File: src/rtl/addr_claim.sv
module addr_claim #(
  parameter int ID_W = 11,
  parameter int MAX_ADDR = 47,
  parameter int RSV_SPACING = 8,
  parameter int WINDOW = 64,
  parameter int DELAY_BITS = 4,
  parameter logic [15:0] SEED = 16'hACE1,
  parameter int ADDR_W = $clog2(MAX_ADDR + 1)
) (
  input  logic              clk,
  input  logic              rst_n,
  input  logic [ID_W-1:0]   hp_id,
  output logic              tx_req,
  output logic [ID_W-1:0]   tx_id,
  output logic [ADDR_W-1:0] tx_addr,
  output logic [1:0]        tx_status,
  input  logic              tx_done,
  input  logic              tx_err,
  input  logic              rx_valid,
  input  logic [ID_W-1:0]   rx_id,
  input  logic [ADDR_W-1:0] rx_addr,
  input  logic [1:0]        rx_status,
  output logic              claimed_valid,
  output logic [ADDR_W-1:0] claimed_addr,
  output logic              address_fail
);
  localparam int TMR_W = $clog2(WINDOW + (1 << DELAY_BITS) + 1);
  localparam logic [1:0] ST_NORM = 2'b00, ST_PEND = 2'b01, ST_OVR = 2'b10;

  typedef enum logic [2:0] {S_WAIT, S_SEND, S_WIN, S_HOLD, S_FAIL} st_t;

  st_t              st;
  logic [15:0]      lfsr;
  logic [TMR_W-1:0] tmr;
  logic [ADDR_W-1:0] addr;
  logic [1:0]       status;
  logic             bumped;

  logic [15:0]      lfsr_nx;
  logic [TMR_W-1:0] delay;
  logic             conflict, yield_now, defend_now, nxt_ok;
  logic [ADDR_W-1:0] nxt;

  assign lfsr_nx = {1'b0, lfsr[15:1]} ^ (lfsr[0] ? 16'hB400 : 16'h0000);
  assign delay = TMR_W'(lfsr[DELAY_BITS-1:0]) + TMR_W'(1);

  assign conflict = rx_valid && (rx_addr == addr);
  assign yield_now = conflict && (rx_status == ST_OVR) && (rx_id <= hp_id);
  assign defend_now = conflict && (rx_id > hp_id);

  always_comb begin
    nxt = '0;
    nxt_ok = 1'b0;
    for (int a = MAX_ADDR; a >= 0; a--) begin
      if (a > int'(addr) && (bumped || st == S_HOLD || (a % RSV_SPACING) != RSV_SPACING - 1)) begin
        nxt = ADDR_W'(a);
        nxt_ok = 1'b1;
      end
    end
  end

  always_ff @(posedge clk) begin
    if (!rst_n) begin
      st <= S_WAIT;
      lfsr <= SEED;
      tmr <= TMR_W'(SEED[DELAY_BITS-1:0]) + TMR_W'(1);
      addr <= '0;
      status <= ST_PEND;
      bumped <= 1'b0;
    end else begin
      lfsr <= lfsr_nx;
      case (st)
        S_WAIT:
          if (tmr <= TMR_W'(1)) st <= S_SEND;
          else tmr <= tmr - TMR_W'(1);
        S_SEND:
          if (tx_err) begin
            st <= S_WAIT;
            tmr <= delay;
          end else if (tx_done) begin
            st <= S_WIN;
            tmr <= TMR_W'(WINDOW - 1);
          end
        S_WIN, S_HOLD:
          if (yield_now) begin
            if (st == S_HOLD) bumped <= 1'b1;
            if (nxt_ok) begin
              addr <= nxt;
              status <= ST_PEND;
              st <= S_SEND;
            end else begin
              st <= S_FAIL;
            end
          end else if (defend_now) begin
            status <= ST_OVR;
            st <= S_SEND;
          end else if (st == S_WIN) begin
            if (tmr == '0) begin
              st <= S_HOLD;
              status <= ST_NORM;
            end else begin
              tmr <= tmr - TMR_W'(1);
            end
          end
        default: st <= S_FAIL;
      endcase
    end
  end

  assign tx_req = (st == S_SEND);
  assign tx_id = hp_id;
  assign tx_addr = addr;
  assign tx_status = status;
  assign claimed_valid = (st == S_HOLD);
  assign claimed_addr = addr;
  assign address_fail = (st == S_FAIL);

  AST_REQ_STABLE: assert property (@(posedge clk) disable iff (!rst_n)
    tx_req && !tx_done && !tx_err |=> tx_req && $stable(tx_addr) && $stable(tx_status));
  AST_ERR_WITHDRAW: assert property (@(posedge clk) disable iff (!rst_n)
    tx_req && tx_err |=> !tx_req);
  AST_DONE_OPENS: assert property (@(posedge clk) disable iff (!rst_n)
    tx_req && tx_done && !tx_err |=> !tx_req && !claimed_valid);
  AST_CLAIM_RANGE: assert property (@(posedge clk) disable iff (!rst_n)
    claimed_valid |-> int'(claimed_addr) <= MAX_ADDR);
  AST_RSV_SKIP: assert property (@(posedge clk) disable iff (!rst_n)
    tx_req && !bumped |-> (int'(tx_addr) % RSV_SPACING) != RSV_SPACING - 1);
  AST_FAIL_SILENT: assert property (@(posedge clk) disable iff (!rst_n)
    address_fail |=> address_fail && !tx_req);
endmodule

File: config.mk
export PLATFORM = sky130hd
export DESIGN_NAME = addr_claim
export DESIGN_NICKNAME = d
export VERILOG_FILES = /design/src/rtl/addr_claim.sv
export SDC_FILE = /design/constraint.sdc
export NUM_CORES = 1
export LEC_CHECK = 0
export BUFFER_PORTS_ARGS = -buffer_cell sky130_fd_sc_hd__clkbuf_2
export CAP_MARGIN = 15
export CELL_PAD_IN_SITES_DETAIL_PLACEMENT = 1
export CELL_PAD_IN_SITES_GLOBAL_PLACEMENT = 2
export CORE_ASPECT_RATIO = 0.6
export CORE_MARGIN = 8
export CORE_UTILIZATION = 30
export DETAILED_ROUTE_END_ITERATION = 7
export GPL_ROUTABILITY_DRIVEN = 0
export PLACE_DENSITY = 0.83
export SETUP_SLACK_MARGIN = 0.1
export SLEW_MARGIN = 25
export SYNTH_ARGS = -nofsm -noshare
export SYNTH_HDL_FRONTEND = slang
export SYNTH_SLANG_ARGS = --single-unit
File: constraint.sdc
create_clock -name clk -period 3.4 [get_ports clk]
set_input_delay 0.68 -clock clk [delete_from_list [all_inputs] [get_ports clk]]
set_output_delay 0.68 -clock clk [all_outputs]
set_load 0.01 [all_outputs]
==> results.md, run 1 <==
* Outcome: finished, final reports clean
* Clock slew at reported path FFs at 0.05 ns
* DIE AREA at ~0.012 mm^2
* Final nets at 413
* Clock share of power at a little over a quarter
* # port buffers at just over 60
* Worst endpoint required time at 3.57 ns
* I/O pin count at between 60 and 70
* Wire per inst at about 16 um
* CP Class: in -> reg
* Core outline area at 0.00839 mm^2
* Global-route wire length before repair at 12,300 um
* Later-pin clock latency in the skew report at between 0.2 and 0.3 ns
* Cts hold-fix bufs at 0
* Psw at 0.588 mW
* Initial antenna violation count at 0
* Final Hold Viols at 0
* Unique masters post-synth at 65
* Mapped Avg Cell Area at 7.87 um^2
* CTS Sinks at 35
* Power Density at 536 mW/mm^2
* CTS resizes at 0
* Peak Freq at 0.363 GHz
* Synth area leader: dfxtp_1
* Slew @ Worst Pin at 0.786 ns
* Post-synthesis register bit count at 35
* Data arrival time of the worst path at 2.92 ns
* Startpoint types: primary input
* Seq pwr share at 34.4%
* Max-Cap Viols at 0
* Post-synthesis cell count at 326
* Std-Cell Rows at 26
* Netlist Area Pre-Place at approximately 0.0026 mm^2
* Period utilization at 81.0%
* Clock Path Buffers at 2
* Area Overhead vs Synth at 15.5%
* Number of global-route vias before repair at 2,451
* Yosys warnings at 0
* Yosys top cell area share at roughly 27%
* Total negative slack at 0 ns
* Dpl hpwl at 5930 um
* Pleak at 1.27 nW
* Drt drc at 0
* Synth Flop Type: dfxtp_1
* Layout cell share with drive strength beyond 1 at 24.9%
* Count of final max-slew check failures at 0
* Antenna Nets Post-Route at 0
* Number of diodes at 0
* Min-Delay Path Class: reg -> reg
* Initial core utilization at 30.6%
* # H-tree levels at 2
* Initial drt markers at 86
* Relative slew slack at 46.2%
* Total CTS buffers at 5
* EDFF count, synth at 0
* RSZ-0062 raised after global routing: no
* Net Sw Frac at 37.0%
* Drt pass-1 iters at 4
* Die W at about 140 um
* Sequential area share after synthesis at between 20 and 30%
* CTS tree: yes
* Logic pwr share at 38.2%
* Maximum vdd drop at between 0.0002 and 0.0003 V
* Largest net degree at the start of global routing at 44
* Routed via count at 2,415
* Global-route usage over all layers at 12.8%
* Skew final at roughly 0.0051 ns
* Crit. End Element: register
* Setup Fix Bufs, Post-CTS at 0
* R2R depth at 9
* Critical path peak fanout at 11
* Post-place instance area at 0.00283 mm^2
* Final wirelength at between 7000 and 8000 um
* GR Overflow Total at 0
* Synth Net Count at 375
* Int Pwr at 1.00 mW
* Final setup violation count at 0
* FFs w/ async S/R, synth at 0%
* Routed vias/inst at approximately 5.1
* Die H at 87.6 um
* Cell area after layout at 0.00296 mm^2
* Tmin final at 2.75 ns
* Root buffer cell: clkbuf_16
* Worst hold path depth at 1
* Synth top area cells: dfxtp_1, ha_1, buf_4, a21oi_1, o21ai_0
logic make-up (layout without fill, tap and decap cells):
logic type,after synthesis,in the layout,share of synthesized area [%]
buffers and inverters,58,97,12.1
xor gates and xnor gates,11,11,4.34
DFF,35,35,27.3
AOI/OAI and AO/OA,83,83,22.7
adders and majority gates,14,14,6.83
and+or+nand+nor,122,122,25.5
muxes,3,3,1.17
power by group through the flow:
stage / sequential, mW / clock, mW / combinational, mW
after floorplan: 0.525 / 0 / 0.487
after global placement: 0.551 / 0 / 0.588
after detailed placement: 0.554 / 0 / 0.607
after CTS: 0.546 / 0.448 / 0.613
after global routing: 0.560 / 0.474 / 0.697
final: 0.547 / 0.436 / 0.606
worst max-delay path: stages:
cell and delay (ns):
clkbuf_2 0.09, inv_1 0.04, ha_1 0.32, a211o_1 0.30, a21oi_4 0.15, o2111ai_1 0.16
a211oi_2 0.34, and3_1 0.49, nor2_2 0.06, o31a_1 0.29
Yosys cell counts (5+ instances only):
cell type and number:
nand2_1 22, and2_1 9, buf_4 18, xnor2_1 7, nand2b_1 8, nand3_1 13, nor3_1 12, o21ai_0 18
inv_1 21, dfxtp_1 35, nor2b_1 5, a21oi_1 20, clkbuf_1 12, nor2_1 24, nand4_1 6, ha_1 14
registers in the layout, indices dropped and copies added, names as in the netlist:
name / flops
st: 3
tmr: 7
lfsr: 16
tx_status: 2
bumped: 1
claimed_addr: 6
metal layers:
metal | global-route usage, % | up-vias | wire length, um
met2 | 18.7 | 73 | 3090
met1 | 18.1 | 1123 | 3760
li1 | - | 1213 | -
met5 | 0 | - | 0
met4 | 2.40 | 0 | 46
met3 | 4.01 | 6 | 672
area by class of cell:
type | count | area [um^2]
multi-input combinational | 233 | 1550
tap | 112 | 140
inverter | 22 | 82.6
fill | 1040 | 5430
clock buffer | 7 | 133
clock inverter | 1 | 5.00
timing repair buffer | 67 | 348
sequential | 35 | 701
placed cells by master, fill, tap and decap left out, types with 6 or more instances in the layout:
cell      instances
inv_1            21
xnor2_1           7
nand4_1           6
nand3_1          13
nand2b_1          8
dfxtp_1          35
and2_1            9
nor2_1           24
nor3_1           12
ha_1             14
clkbuf_2         62
a21oi_1          20
o21ai_0          18
nand2_1          22
worst paths after layout:
kind,from,endpoint,slack [ns]
setup / recovery,hp_id[10],claimed_addr[5],0.65
hold / removal,lfsr[8],lfsr[7],0.41
setup reg to reg,tmr[0],tmr[0],0.75
hold reg to reg,lfsr[8],lfsr[7],0.41
through the flow:
stage	worst slack, ns	hold WS (ns)	utilization [%]	cells	power (mW)
floorplan	0.800	0.386	-	326	1.01
global placement	0.414	0.388	33.7	469	1.14
detailed placement	0.337	0.405	33.7	469	1.16
CTS	0.614	0.417	35.3	477	1.61
global route	0.445	0.438	35.3	477	1.73
finish	0.646	0.411	35.3	477	1.59
(Power assumes the default switching activity.)
==> run 2: changes to the inputs <==
--- a/config.mk
+++ b/config.mk
@@ -5,16 +5,17 @@
 export SDC_FILE = /design/constraint.sdc
 export NUM_CORES = 1
 export LEC_CHECK = 0
+export ABC_AREA = 1
 export BUFFER_PORTS_ARGS = -buffer_cell sky130_fd_sc_hd__clkbuf_2
 export CAP_MARGIN = 15
 export CELL_PAD_IN_SITES_DETAIL_PLACEMENT = 1
 export CELL_PAD_IN_SITES_GLOBAL_PLACEMENT = 2
 export CORE_ASPECT_RATIO = 0.6
 export CORE_MARGIN = 8
-export CORE_UTILIZATION = 30
+export CORE_UTILIZATION = 26
 export DETAILED_ROUTE_END_ITERATION = 7
 export GPL_ROUTABILITY_DRIVEN = 0
-export PLACE_DENSITY = 0.83
+export PLACE_DENSITY = 0.81
 export SETUP_SLACK_MARGIN = 0.1
 export SLEW_MARGIN = 25
 export SYNTH_ARGS = -nofsm -noshare
==> constraint.sdc (replaced) <==
create_clock -name clk -period 2.3 [get_ports clk]
set_input_delay 0.46 -clock clk [delete_from_list [all_inputs] [get_ports clk]]
set_output_delay 0.46 -clock clk [all_outputs]
set_load 0.01 [all_outputs]
==> run 2 against run 1 <==
The flow now finishes with violations (setup timing). Clock skew fell by 0.0020 ns. Design area rose by 57%. Area after synthesis rose by 12%. Register-to-register slack got worse by 1.3 ns. Sequential share of layout area fell by 8.3 points. Critical path type is now reg -> reg. Largest cell class unchanged. Die area rose by 24%. Clock power rose by 85%. Final cell count rose by 59%. Power rose by 60%.
==> results.md, run 2 <==
* Unique masters post-synth at 40 (-38%)
* Later-pin clock latency in the skew report at 0.29 ns (about the same)
* Clock Path Buffers at 2 (unchanged)
* GR Overflow Total at 0 (unchanged)
* Pleak at 2.36 nW (+86%)
* Peak Freq at 0.355 GHz
* Global-route usage over all layers at 16.8% (+3.9 points)
* Final wirelength at 13,600 um (+80%)
* Final std cells w/o fill at 760 (+59%)
* Number of global-route vias before repair at 3,918 (+60%)
* Commonest non-fill, non-tap cell in the layout: buf_4
* CP Class: reg -> reg
* Final setup margin at -0.520 ns (-1.17 ns)
* Crit. End Element: register
* Std-Cell Rows at 29 (+12%)
* Post-place instance area at 0.00396 mm^2 (+40%)
* Global-route wire length before repair at 20,000 um (+62%)
* Cts hold-fix bufs at 0 (unchanged)
* Final Hold Viols at 0 (unchanged)
* Data arrival time of the worst path at 2.97 ns (+0.05 ns)
* Yosys warnings at 0 (unchanged)
* Startpoint types: register
* Relative slew slack at 64.6% (+18 points)
* Synth area leader: dfxtp_1
* Largest net degree at the start of global routing at 17 (-61%)
* CTS Sinks at 35 (unchanged)
* Power Density at 545 mW/mm^2 (+1.7%)
* Final nets at 669 (+62%)
* Reg with most FFs: lfsr
* Layout cell share with drive strength beyond 1 at 44.8% (+20 points)
* Final setup violation count at 19 (+19)
* Top cells by count, synth: nand2_1, inv_1, nor2_1, o21ai_0, dfxtp_1
* Core outline area at 0.0106 mm^2 (+27%)
* Wire per inst at 17.9 um (+13%)
* Placed insts at 738 (+57%)
* Initial antenna violation count at 0 (unchanged)
* Period utilization at 123%
* Root buffer cell: clkbuf_16
* Total CTS buffers at 5 (unchanged)
* Maximum vdd drop at 0.000438 V (+57%)
* Max reg flops at 16 (unchanged)
* Dpl hpwl at 9720 um (+64%)
* Count of final max-slew check failures at 0 (unchanged)
* Drt drc at 0 (unchanged)
* EDFF count, synth at 0 (unchanged)
* Total negative slack at -7.17 ns (-7.17 ns)
* Slowest cell on crit path: nor3_1
* Sequential area share after synthesis at 24.5% (-2.8 points)
* Skew final at 0.00308 ns (-0.00204 ns)
* Outcome: finished with violations
* Initial core utilization at 26.9% (-3.6 points)
* # port buffers at 62 (unchanged)
* Routed vias/inst at 4.88 (-3.5%)
* FFs w/ async S/R, synth at 0% (unchanged)
* DIE AREA at 0.0147 mm^2 (+24%)
* Area Overhead vs Synth at 62.9%
* I/O pin count at 63 (unchanged)
* # H-tree levels at 2 (unchanged)
* Initial drt markers at 203 (+140%)
* Post-layout util at 43.9% (+8.6 points)
* Routed via count at 3,712 (+54%)
* Die H at 97.3 um (+11%)
* Max-Cap Viols at 0 (unchanged)
* Synth Net Count at 511 (+36%)
* Synth top area cells: dfxtp_1, nand2_1, inv_1, o21ai_0, ha_1
* CTS tree: yes
* Netlist Area Pre-Place at 0.00286 mm^2 (+12%)
* Total power at 2.54 mW (+60%)
* Clock slew at reported path FFs at 0.06 ns (about the same)
* Tmin final at 2.82 ns
* Failing checks: setup timing
* Min-Delay Path Class: reg -> reg
* Commonest non-fill, non-tap cells in the layout: buf_4, nand2_1, inv_1
* Mapped Avg Cell Area at 6.20 um^2 (-21%)
* Drt pass-1 iters at 4 (unchanged)
* Worst endpoint required time at 2.45 ns (-1.12 ns)
* Most common cell in the netlist: nand2_1
* Die W at 151 um (+12%)
* Critical path peak fanout at 5 (-6)
* Post-synthesis register bit count at 35 (unchanged)
* Yosys top cell area share at 24.5% (-2.8 points)
* Cell area after layout at 0.00466 mm^2 (+57%)
* RSZ-0062 raised after global routing: yes
* Number of diodes at 0 (unchanged)
* Synth Flop Type: dfxtp_1
* Crit-path cells: inv_1 > buf_4 > nor2_1 > buf_4 > nor3_1 > nand2_1 > nor2_1 > inv_1 > nand2_4 > nor2_4 > a211o_1 > nor3_2 > nor3_2
* Antenna Nets Post-Route at 0 (unchanged)
* Slew @ Worst Pin at 0.527 ns (-0.259 ns)
* Post-synthesis cell count at 462 (+42%)
* Crit-path max cell delay at 0.46 ns (-0.03 ns)
run 2: power breakdown:
group,internal [mW],switching (mW),total (mW)
clock,0.517,0.290,0.807
sequential,0.675,0.0633,0.738
combinational,0.405,0.593,0.998
run 2: kinds of logic after synthesis:
kind of cell | synth area share (%)
flip-flops | 24.5
adder cells (fa/ha/maj) | 6.12
AND/OR/NAND/NOR | 30.6
AO/OA/AOI/OAI | 20.1
XOR/XNOR | 1.53
buffers and inverters | 17.1
run 2: layout make-up:
cell class	instances	area, um^2
multi-input cells	320	2020
fillers	1383	5970
clock inverters	3	47.5
clock buffers	5	125
flip-flops and latches	35	716
repair inverters	2	17.5
well taps	139	174
inverters	83	337
repair buffers	173	1220
run 2: per-stage QoR:
step / hold WS, ns / worst slack (ns)
final: 0.424 / -0.520
after global routing: 0.427 / -0.869
after CTS: 0.418 / -0.434
after detailed placement: 0.408 / -0.728
after global placement: 0.395 / -0.603
after floorplan: 0.390 / -0.233
run 2: worst paths after layout:
check                                startpoint  slack (ns)  depth (start not counted)       end
worst min register to register         lfsr[12]        0.42                          1  lfsr[11]
worst min-delay path                   lfsr[12]        0.42                          1  lfsr[11]
worst max-delay path            claimed_addr[1]       -0.52                         13     st[1]
worst max register to register  claimed_addr[1]       -0.52                         13     st[1]
run 2: critical path, delay by kind of cell, from the launching register on:
kind	cells	cell delay, ns
compound gates	1	0.33
buf+inv	4	0.64
flops	1	0.35
simple gates	8	1.36
run 2: timing repair:
item | in CTS | in global routing
cloned | 1 | 1
setup buffers | 6 | 7
setup endpoints to repair | 19 | 19
resized for setup | 63 | 52
pin swaps | 12 | 18
run 2: per-layer routing:
layer  global-route usage [%]  wire length (um)
met1                     23.0              6400
met2                     25.7              6060
met3                     3.35               844
met4                     5.22               337
met5                        0                 0
==> run 3: changes to the inputs <==
--- a/config.mk
+++ b/config.mk
@@ -5,17 +5,16 @@
 export SDC_FILE = /design/constraint.sdc
 export NUM_CORES = 1
 export LEC_CHECK = 0
-export ABC_AREA = 1
 export BUFFER_PORTS_ARGS = -buffer_cell sky130_fd_sc_hd__clkbuf_2
 export CAP_MARGIN = 15
 export CELL_PAD_IN_SITES_DETAIL_PLACEMENT = 1
 export CELL_PAD_IN_SITES_GLOBAL_PLACEMENT = 2
 export CORE_ASPECT_RATIO = 0.6
 export CORE_MARGIN = 8
-export CORE_UTILIZATION = 26
+export CORE_UTILIZATION = 27
 export DETAILED_ROUTE_END_ITERATION = 7
 export GPL_ROUTABILITY_DRIVEN = 0
-export PLACE_DENSITY = 0.81
+export PLACE_DENSITY = 0.79
 export SETUP_SLACK_MARGIN = 0.1
 export SLEW_MARGIN = 25
 export SYNTH_ARGS = -nofsm -noshare
==> run 3 against run 2 <==
Non-clock buffer count is 78 lower. Utilization shrank 8.1 points. Maximum frequency up 26%. Clock-buffer cell count rose by 1. The run now ends clean. Highest routed layer unchanged. Power is 3.8% higher. Flip-flop and latch count is the same. Final cell count shrank 31%. Critical endpoint is now claimed_addr[2]. Via count down 31%. Clock skew up 0.0022 ns. Routed wire length shrank 40%. Largest cell class unchanged. Critical path depth fell by 2. Combinational power rose by 18%.
==> results.md, run 3 (synthesis gave the netlist of run 1 again) <==
* Outcome: finished, final reports clean
* Layout cell share with drive strength beyond 1 at 34.4% (-10 points)
* Initial drt markers at 144 (-29%)
* Root buffer cell: clkbuf_16
* Final Hold Viols at 0 (unchanged)
* Routed vias/inst at 4.87 (-0.29%)
* Data arrival time of the worst path at 2.41 ns (-0.56 ns)
* Commonest non-fill, non-tap cells in the layout: clkbuf_2, dfxtp_1, buf_4
* Commonest non-fill, non-tap cell in the layout: clkbuf_2
* DIE AREA at 0.0130 mm^2 (-12%)
* Area Overhead vs Synth at 28.5%
* Number of global-route vias before repair at 2,625 (-33%)
* Power Density at 800 mW/mm^2 (+47%)
* Std-Cell Rows at 27 (-6.9%)
* Global-route usage over all layers at 12.9% (-3.8 points)
* Final nets at 441 (-34%)
* I/O pin count at 63 (unchanged)
* Final setup violation count at 0 (-19)
* Pleak at 1.42 nW (-40%)
* Largest net degree at the start of global routing at 44 (+27)
* Period utilization at 97.2% (-25 points)
* Final wirelength at 8230 um (-40%)
* Slew @ Worst Pin at 0.762 ns (+0.235 ns)
* Combined buffer and inverter count along the critical path at 3 (-1)
* Clock slew at reported path FFs at 0.06 ns (about the same)
* Initial antenna violation count at 0 (unchanged)
* Crit. End Element: register
* Global-route wire length before repair at 13,800 um (-31%)
* CTS Sinks at 35 (unchanged)
* # H-tree levels at 2 (unchanged)
* Number of diodes at 0 (unchanged)
* Drt pass-1 iters at 4 (unchanged)
* RSZ-0062 raised after global routing: yes
* Crit-path max cell delay at 0.32 ns (-0.14 ns)
* Count of final max-slew check failures at 0 (unchanged)
* Maximum vdd drop at 0.000299 V (-32%)
* Crit-path cells: buf_8 > inv_4 > ha_4 > a211o_1 > a21oi_4 > o2111ai_2 > a211oi_2 > and3_4 > buf_6 > mux2i_2 > nor3b_2
* Core outline area at 0.00922 mm^2 (-13%)
* Initial core utilization at 27.8% (+0.90 points)
* Skew final at 0.00529 ns (+0.00221 ns)
* Tmin final at 2.24 ns (-0.584 ns)
* FILL cells at 1,144 (-17%)
* Final setup margin at 0.0648 ns (+0.584 ns)
* Die W at 142 um (-6.3%)
* Clock Path Buffers at 2 (unchanged)
* Min-Delay Path Class: reg -> reg
* Final std cells w/o fill at 523 (-31%)
* Max reg flops at 16 (unchanged)
* DP Worst Slack at -0.387 ns (+0.341 ns)
* Drt drc at 0 (unchanged)
* Antenna Nets Post-Route at 0 (unchanged)
* CP Class: in -> reg
* Placed insts at 509 (-31%)
* Total CTS buffers at 5 (unchanged)
* Slowest cell on crit path: a211o_1
* Routed via count at 2,547 (-31%)
* Peak Freq at 0.447 GHz (+26%)
* GR Overflow Total at 0 (unchanged)
* CTS tree: yes
* Relative slew slack at 49.2% (-15 points)
* Reg with most FFs: lfsr
* Worst endpoint required time at 2.47 ns (+0.02 ns)
* Die H at 91.5 um (-5.9%)
* CP top delay family: compound AO/OA/AOI/OAI gates
* Later-pin clock latency in the skew report at 0.28 ns (about the same)
* Cts hold-fix bufs at 0 (unchanged)
* Max-Cap Viols at 0 (unchanged)
* Startpoint types: primary input
* Dpl hpwl at 6330 um (-35%)
* Wire per inst at 15.7 um (-12%)
* # port buffers at 62 (unchanged)
* Critical path peak fanout at 5 (unchanged)
==> run 3: layout make-up <==
cell class	instances	area, um^2	area share [%]
tap	130	163	4.93
clock buffer	6	129	3.91
multi-input combinational	233	1630	49.4
inverter	22	85.1	2.58
sequential	35	703	21.3
timing repair buffer	95	577	17.5
clock inverter	2	12.5	0.380
==> run 3: metrics by stage <==
step	utilization, %	area [um^2]	total power, mW	setup TNS (ns)	hold slack (ns)
after floorplan	-	2590	1.52	0	0.386
after global placement	32.9	3030	1.79	-2.33	0.388
after detailed placement	32.9	3030	1.83	-4.20	0.401
after CTS	35.1	3240	2.59	0	0.413
after global routing	35.7	3300	2.84	-0.0837	0.420
final	35.7	3300	2.64	0	0.404
==> run 3: timing repair <==
item / 4_1_cts / 5_1_grt
setup buffers: 2 / 2
resized for setup: 9 / 17
cloned: 2 / 0
pin swaps: 5 / 8
setup endpoints to repair: 14 / 16
==> run 3: worst paths after layout <==
kind                  start               to  slack [ns]  depth (start not counted)
setup / recovery  hp_id[10]  claimed_addr[2]        0.06                         11
hold / removal      lfsr[6]          lfsr[5]        0.40                          1
setup reg to reg     tmr[1]           tmr[4]        0.11                         11
hold reg to reg     lfsr[6]          lfsr[5]        0.40                          1
==> run 3: power breakdown <==
part           switching [mW]  leakage [nW]  internal, mW  total, mW
clock                   0.263        0.0669         0.400      0.662
combinational           0.623          1.06         0.555       1.18
sequential             0.0952         0.288         0.704      0.799
==> run 3: routing by layer <==
| metal | global-route usage (%) | vias to the layer above | routed length (um) |
|---|---|---|---|
| met3 | 3.71 | 9 | 485 |
| met4 | 3.64 | 0 | 80 |
| met5 | 0 | - | 0 |
| li1 | - | 1268 | - |
| met1 | 18.6 | 1204 | 4390 |
| met2 | 18.1 | 66 | 3280 |
